## src/rtl/dual_dac_frontend.sv

```systemverilog
module dual_dac_frontend #(
  parameter int W    = 12,
  parameter int TOPB = 3,
  parameter int SYNC = 2
) (
  input  logic                    clk,
  input  logic                    rst_n,
  input  logic                    ch_sel,
  input  logic                    cs_n,
  input  logic                    wr_n,
  input  logic                    wide_mode,
  input  logic                    upd_n,
  input  logic                    xfer_n,
  input  logic                    clr_n,
  input  logic [W-1:0]            din,
  output logic [W-1:0]            code_ch1,
  output logic [W-1:0]            code_ch2,
  output logic [(1<<TOPB)-2:0]    therm_ch1,
  output logic [(1<<TOPB)-2:0]    therm_ch2,
  output logic [W-TOPB-1:0]       low_ch1,
  output logic [W-TOPB-1:0]       low_ch2,
  output logic signed [W-1:0]     sval_ch1,
  output logic signed [W-1:0]     sval_ch2
);
  localparam int THW = (1 << TOPB) - 1;
  localparam int NIB = W - 8;
  localparam int IW  = W + 7;
  localparam logic [W-1:0]  MID  = {1'b1, {(W-1){1'b0}}};
  localparam logic [IW-1:0] IDLE = {2'b00, 5'b11111, {W{1'b0}}};

  logic [IW-1:0] sync_q [SYNC];
  logic          s_a, s_wide, s_cs_n, s_wr_n, s_upd_n, s_xfer_n, s_clr_n;
  logic [W-1:0]  s_d;
  logic          load, xfer, clr, force_q;
  logic [W-1:0]  in_q   [2];
  logic [W-1:0]  in_nxt [2];
  logic [W-1:0]  dac_q  [2];
  logic [W-1:0]  code   [2];
  logic [THW-1:0] therm [2];

  always_ff @(posedge clk or negedge rst_n) begin
    if (!rst_n) begin
      for (int k = 0; k < SYNC; k++) sync_q[k] <= IDLE;
    end else begin
      sync_q[0] <= {ch_sel, wide_mode, cs_n, wr_n, upd_n, xfer_n, clr_n, din};
      for (int k = 1; k < SYNC; k++) sync_q[k] <= sync_q[k-1];
    end
  end

  assign {s_a, s_wide, s_cs_n, s_wr_n, s_upd_n, s_xfer_n, s_clr_n, s_d} = sync_q[SYNC-1];
  assign load = !s_cs_n && !s_wr_n;
  assign xfer = !s_upd_n && !s_xfer_n;
  assign clr  = !s_upd_n && !s_clr_n;

  always_ff @(posedge clk or negedge rst_n) begin
    if (!rst_n) force_q <= 1'b0;
    else        force_q <= xfer && clr;
  end

  for (genvar ch = 0; ch < 2; ch++) begin : g_ch
    always_comb begin
      in_nxt[ch] = in_q[ch];
      if (load && (s_a == ch[0])) begin
        if (s_wide) in_nxt[ch] = s_d;
        else        in_nxt[ch][NIB-1:0] = s_d[W-1 -: NIB];
      end
    end

    always_ff @(posedge clk or negedge rst_n) begin
      if (!rst_n) begin
        in_q[ch]  <= MID;
        dac_q[ch] <= MID;
      end else begin
        in_q[ch] <= in_nxt[ch];
        if (xfer)     dac_q[ch] <= in_nxt[ch];
        else if (clr) dac_q[ch] <= MID;
      end
    end

    assign code[ch] = force_q ? MID : dac_q[ch];

    for (genvar i = 0; i < THW; i++) begin : g_th
      assign therm[ch][i] = (code[ch][W-1 -: TOPB] > i[TOPB-1:0]);
    end
  end

  assign code_ch1  = code[0];
  assign code_ch2  = code[1];
  assign therm_ch1 = therm[0];
  assign therm_ch2 = therm[1];
  assign low_ch1   = code[0][W-TOPB-1:0];
  assign low_ch2   = code[1][W-TOPB-1:0];
  assign sval_ch1  = {~code[0][W-1], code[0][W-2:0]};
  assign sval_ch2  = {~code[1][W-1], code[1][W-2:0]};
endmodule

```

## config.mk

```make
export PLATFORM = sky130hd
export DESIGN_NAME = dual_dac_frontend
export DESIGN_NICKNAME = d
export VERILOG_FILES = /design/src/rtl/dual_dac_frontend.sv
export SDC_FILE = /design/constraint.sdc
export NUM_CORES = 1
export LEC_CHECK = 0
export BUFFER_PORTS_ARGS = -buffer_cell sky130_fd_sc_hd__clkbuf_2
export CORE_MARGIN = 2
export CORE_UTILIZATION = 50
export CTS_CLUSTER_DIAMETER = 60
export DETAILED_ROUTE_END_ITERATION = 7
export PLACE_DENSITY = 0.83
export SLEW_MARGIN = 20
export SYNTH_ARGS = -nofsm -noshare
export SYNTH_HDL_FRONTEND = slang
export SYNTH_SLANG_ARGS = --single-unit
export TNS_END_PERCENT = 50
```

## constraint.sdc

```tcl
create_clock -name clk -period 3.82 [get_ports clk]
set_input_delay 0.764 -clock clk [delete_from_list [all_inputs] [get_ports clk]]
set_output_delay 0.764 -clock clk [all_outputs]
set_load 0.05 [all_outputs]
```

# After elaboration in Yosys (flattened, before gate mapping)
# Cells that the tools add are included.
[word_totals]
wordCells = 46
input_bits = 21
out_inout_bits = 80
ff_bits = 87
[op_classes]
magnitude_cmp = 14
reduce_logical = 12
n_mux = 10
n_bitwise = 3
[op_table]
columns = ["operator", "n"]
rows = [
  ["$mux 12", 7],
  ["$gt 3x3->1 const B", 6],
  ["$mux 8", 2],
  ["$gt 3x1->1 const B", 4],
  ["$gt 3x2->1 const B", 4],
  ["$logic_and 1x1->1", 6],
  ["$logic_not 1->1", 5],
  ["$mux 4", 1],
  ["$not 1->1", 3],
  ["$reduce_bool 2->1", 1],
]

# Depth between registers and ports, before layout
[logic_depth]
depth_word = 5
ltp_mapped = 5
ltp_nobuf = 3

# Least setup slack after synthesis
# No wires, ideal clock.
[synth_timing]
path_type = "register to output"
from = "register force_q"
to = "output port therm_ch1[3]"
path_stages_with_launch = 4
required_time_ns = 3.056
arrival_ns = 2.041
n_path_buf = 1
setup_slack_ns = 1.015
cell_sequence = "dfrtp_1 > nor2_1 > inv_1 > buf_4"
[synth_via]
elab_chain_len = 2
[synth_lines]
columns = ["item", "line_no", "source"]
rows = [
  ["start: declaration", "34", "logic load, xfer, clr, force_q;"],
  ["start signal: assignment", "57", "else force_q <= xfer && clr;"],
  ["$mux 12", "80", "assign code[ch] = force_q ? MID : dac_q[ch];"],
  ["named net code_ch1[11]", "16", "output logic [W-1:0] code_ch1,"],
  ["$gt 3x2->1", "83", "assign therm[ch][i] = (code[ch][W-1 -: TOPB] > i[TOPB-1:0]);"],
  ["end: declaration", "18", "output logic [(1<<TOPB)-2:0] therm_ch1,"],
]
# The timed path passes the listed nets, and every way through them passes these cells.

# Final worst setup path
[layout_timing]
from = "register force_q"
to = "output port therm_ch1[0]"
[layout_via]
elab_chain_len = 2
[layout_lines]
columns = ["item", "line_no"]
rows = [
  ["$mux 12", "80"],
  ["$gt 3x1->1", "83"],
]
# Every way passes these cells.

==> key figures <==
Timing
  • Unrepaired setup endpoints after global routing: false
  • Final slew viol count: 0
  • Final Hold Slack: 351 ps
  • Fin Setup TNS: 0 ps
  • FMAX: between 0.3 and 0.4 GHz
  • Setup ws final: about 1200 ps
  • Fin. Hold Viols: 0
  • Rel. slew slack: between 40% and 50%
  • Worst slew pin tran: around 830 ps
  • Fin crit share: between 60 and 70%
  • Worst setup skew after layout: between 8 and 9 ps
  • Final setup violation count: 0
  • Tmin final: between 2000 and 3000 ps

CTS
  • Root Buffer: clkbuf_8
  • TritonCTS clock tree: yes
  • Cts bufs inserted: 9
  • Clk_lat worst skew: roughly 340 ps
  • Clock buffer depth: 2
  • Cts hold-fix bufs: 0
  • Clk pin slew, worst setup/hold paths: around 80 ps
  • Post-CTS Setup Bufs: 0
  • H-tree depth: 3
  • Clock Sinks: a little under 90
  • Resize count post-CTS: 0

Synthesis
  • Largest family of logic cells by synthesized area: buffers and inverters
  • Yosys Warn Count: 0
  • Synth Area in XOR/XNOR: 0%
  • Register area share after synthesis: ~64%
  • Ys flop type: dfrtp_1
  • Synth Area in Simple Gates: 8.94%
  • Synth Area in Adders: 0%
  • Syn nets: 286
  • Asr flop ratio synth: between 90% and 100%
  • FF+latch count, synth: 87
  • EDFF count, synth: 0
  • Mux contribution to synthesized area: under 10%
  • Count of cell types in the netlist: 25
  • Synth Area in Compound Gates: under 10%
  • Post-Synthesis Cells: about 270
  • Mapped cell area: 0.00344 mm²
  • Syn Area/Cell: 13.0 µm²

Global route
  • Vias in the first global route: between 1500 and 2000
  • Largest net degree at the start of global routing: 88
  • Grt total ovfl: 0
  • Initial antenna violation count: 0
  • GRT Total Usage: 16.8%
  • First-pass GRT wire length: around 9.4 mm

Cells and area
  • Net count, final: about 340
  • Multi-input gate area: ~850 µm²
  • # fillers: between 500 and 600
  • Commonest non-fill, non-tap cell in the layout: clkbuf_2
  • Ant diodes: 0
  • Seq. cell area: around 0.0022 mm²
  • Area growth syn-to-layout: 13.1%
  • Share of layout cells above drive strength 1: between 40 and 50%
  • Most frequent cells in the layout: 99 x clkbuf_2, 73 x dfrtp_1, 20 x nor2b_1, 16 x mux2_2, 16 x nand2_1

Flow run
  • Max cap viols: 0

Critical path
  • Crit path launch type: flip-flop
  • Critical Path Fanout Max: 26
  • Critical Path AT: ~1900 ps
  • Kind of critical path: flip-flop to output port
  • CP required: roughly 3000 ps
  • Worst setup EP type: output port

Placed design
  • Number of I/O port buffers: 100
  • GPL Wtd Cong: between 0.7 and 0.8
  • Detailed placement HPWL: around 4.0 mm
  • Placement Setup Slack: between 1500 and 2000 ps

Detailed routing
  • Total Wirelength: just under 6 mm
  • Total number of vias: between 2000 and 2500
  • Initial DRC Count: between 90 and 100
  • Post-DRT Antenna Nets: 0
  • Drt drc: 0
  • Drt via density: approximately 5.1
  • Number of detailed-route iterations in the first pass: 4
  • WL/cell: approximately 14 µm

Min path
  • Hold crit path type: flip-flop to flip-flop

Floorplanning
  • Die X: 87 µm
  • # rows: 30
  • DIE HEIGHT: around 87 µm
  • DIE AREA: 0.00757 mm²
  • Initial Util: about half
  • I/O pins: 101
  • Core area: 0.00672 mm²

Status
  • Outcome: finished clean

Pwr
  • Worst IR Drop VDD: between 0.3 and 0.4 mV
  • Pwr/cell area: 674 mW/mm²
  • Leakage: 1.93 nW
==> worst max-delay path: stages (launching register included) <==
cell	delay (ps)
dfrtp_1	890
nor2_1	230
nand2_1	130
clkbuf_2	280
==> sequential cells by signal, summed over array words and instances (netlist names), 12 cells and up <==
register / flops
in_q: 24
s_d: 12
sync_q: 19
dac_q: 24
==> where the power goes <==
part	switching (W)	leakage [nW]	internal, W	total, W
Combinational	0.000650	0.789	0.000188	0.000838
Sequential	0.0000609	1.04	0.00105	0.00111
Clock	0.000309	0.103	0.000372	0.000681
==> path summary, 6_finish.rpt <==
| path | start | to | slack [ps] | cells past startpoint |
|---|---|---|---|---|
| hold / removal | sync_q[24] | s_d[5] | 350 | 0 |
| hold reg to reg | sync_q[24] | s_d[5] | 350 | 0 |
| setup / recovery | force_q | therm_ch1[0] | 1180 | 3 |
| setup reg to reg | s_wide | dac_q[21] | 1920 | 3 |
| min in group asynchronous | rst_n | s_d[7] | 440 | 1 |
| max in group asynchronous | rst_n | s_d[9] | 2880 | 1 |
==> area by class of cell <==
type                            count  share of cell area (%)
Sequential cell                    87                    56.3
Clock inverter                      6                    2.38
Timing Repair Buffer              101                    13.2
Clock buffer                       10                    3.28
Tap cell                           80                    2.57
Multi-Input combinational cell    119                    21.8
Inverter                            4                   0.385
==> metrics by stage <==
step	cells	total power (W)	cell area, µm²	utilization [%]
after global placement	391	0.00195	3670	54.6
after detailed placement	391	0.00197	3670	54.6
after floorplan	265	0.00187	3440	-
final	407	0.00262	3890	58.0
after CTS	407	0.00265	3890	57.9
after global routing	407	0.00275	3890	58.0
==> cell usage after synthesis (2+ instances only) <==
cell / number / area, µm²
o31ai_1: 8 / 60.1
buf_6: 2 / 22.5
buf_4: 43 / 323
a22o_1: 14 / 123
dfstp_2: 14 / 368
inv_1: 4 / 15.0
o21ai_0: 8 / 40.0
a32oi_1: 8 / 70.1
nor2_1: 14 / 52.6
nor2b_1: 20 / 125
nand2_1: 16 / 60.1
mux2i_1: 4 / 40.0
nand2b_1: 2 / 12.5
dfrtp_1: 73 / 1830
clkbuf_1: 9 / 33.8
mux2_2: 16 / 180
o22a_1: 2 / 17.5
==> routing by layer <==
| metal | routed length, µm | part of all wire [%] | vias to the layer above | track usage, % |
|---|---|---|---|---|
| met4 | 50 | 0.85 | 0 | 7.24 |
| met2 | 2890 | 49 | 79 | 25.6 |
| met5 | 0 | 0 | - | 0 |
| li1 | - | - | 966 | - |
| met3 | 349 | 5.9 | 6 | 4.08 |
| met1 | 2600 | 44 | 1023 | 23.0 |
==> cells by family (layout without fill, tap and decap cells) <==
kind of cell	count (synthesis)	count (layout)
DFF	87	87
muxes	20	20
buffers and inverters	59	121
and+or+nand+nor	57	57
AOI/OAI and AO/OA	42	42
Power figures use the tool's default switching activity.
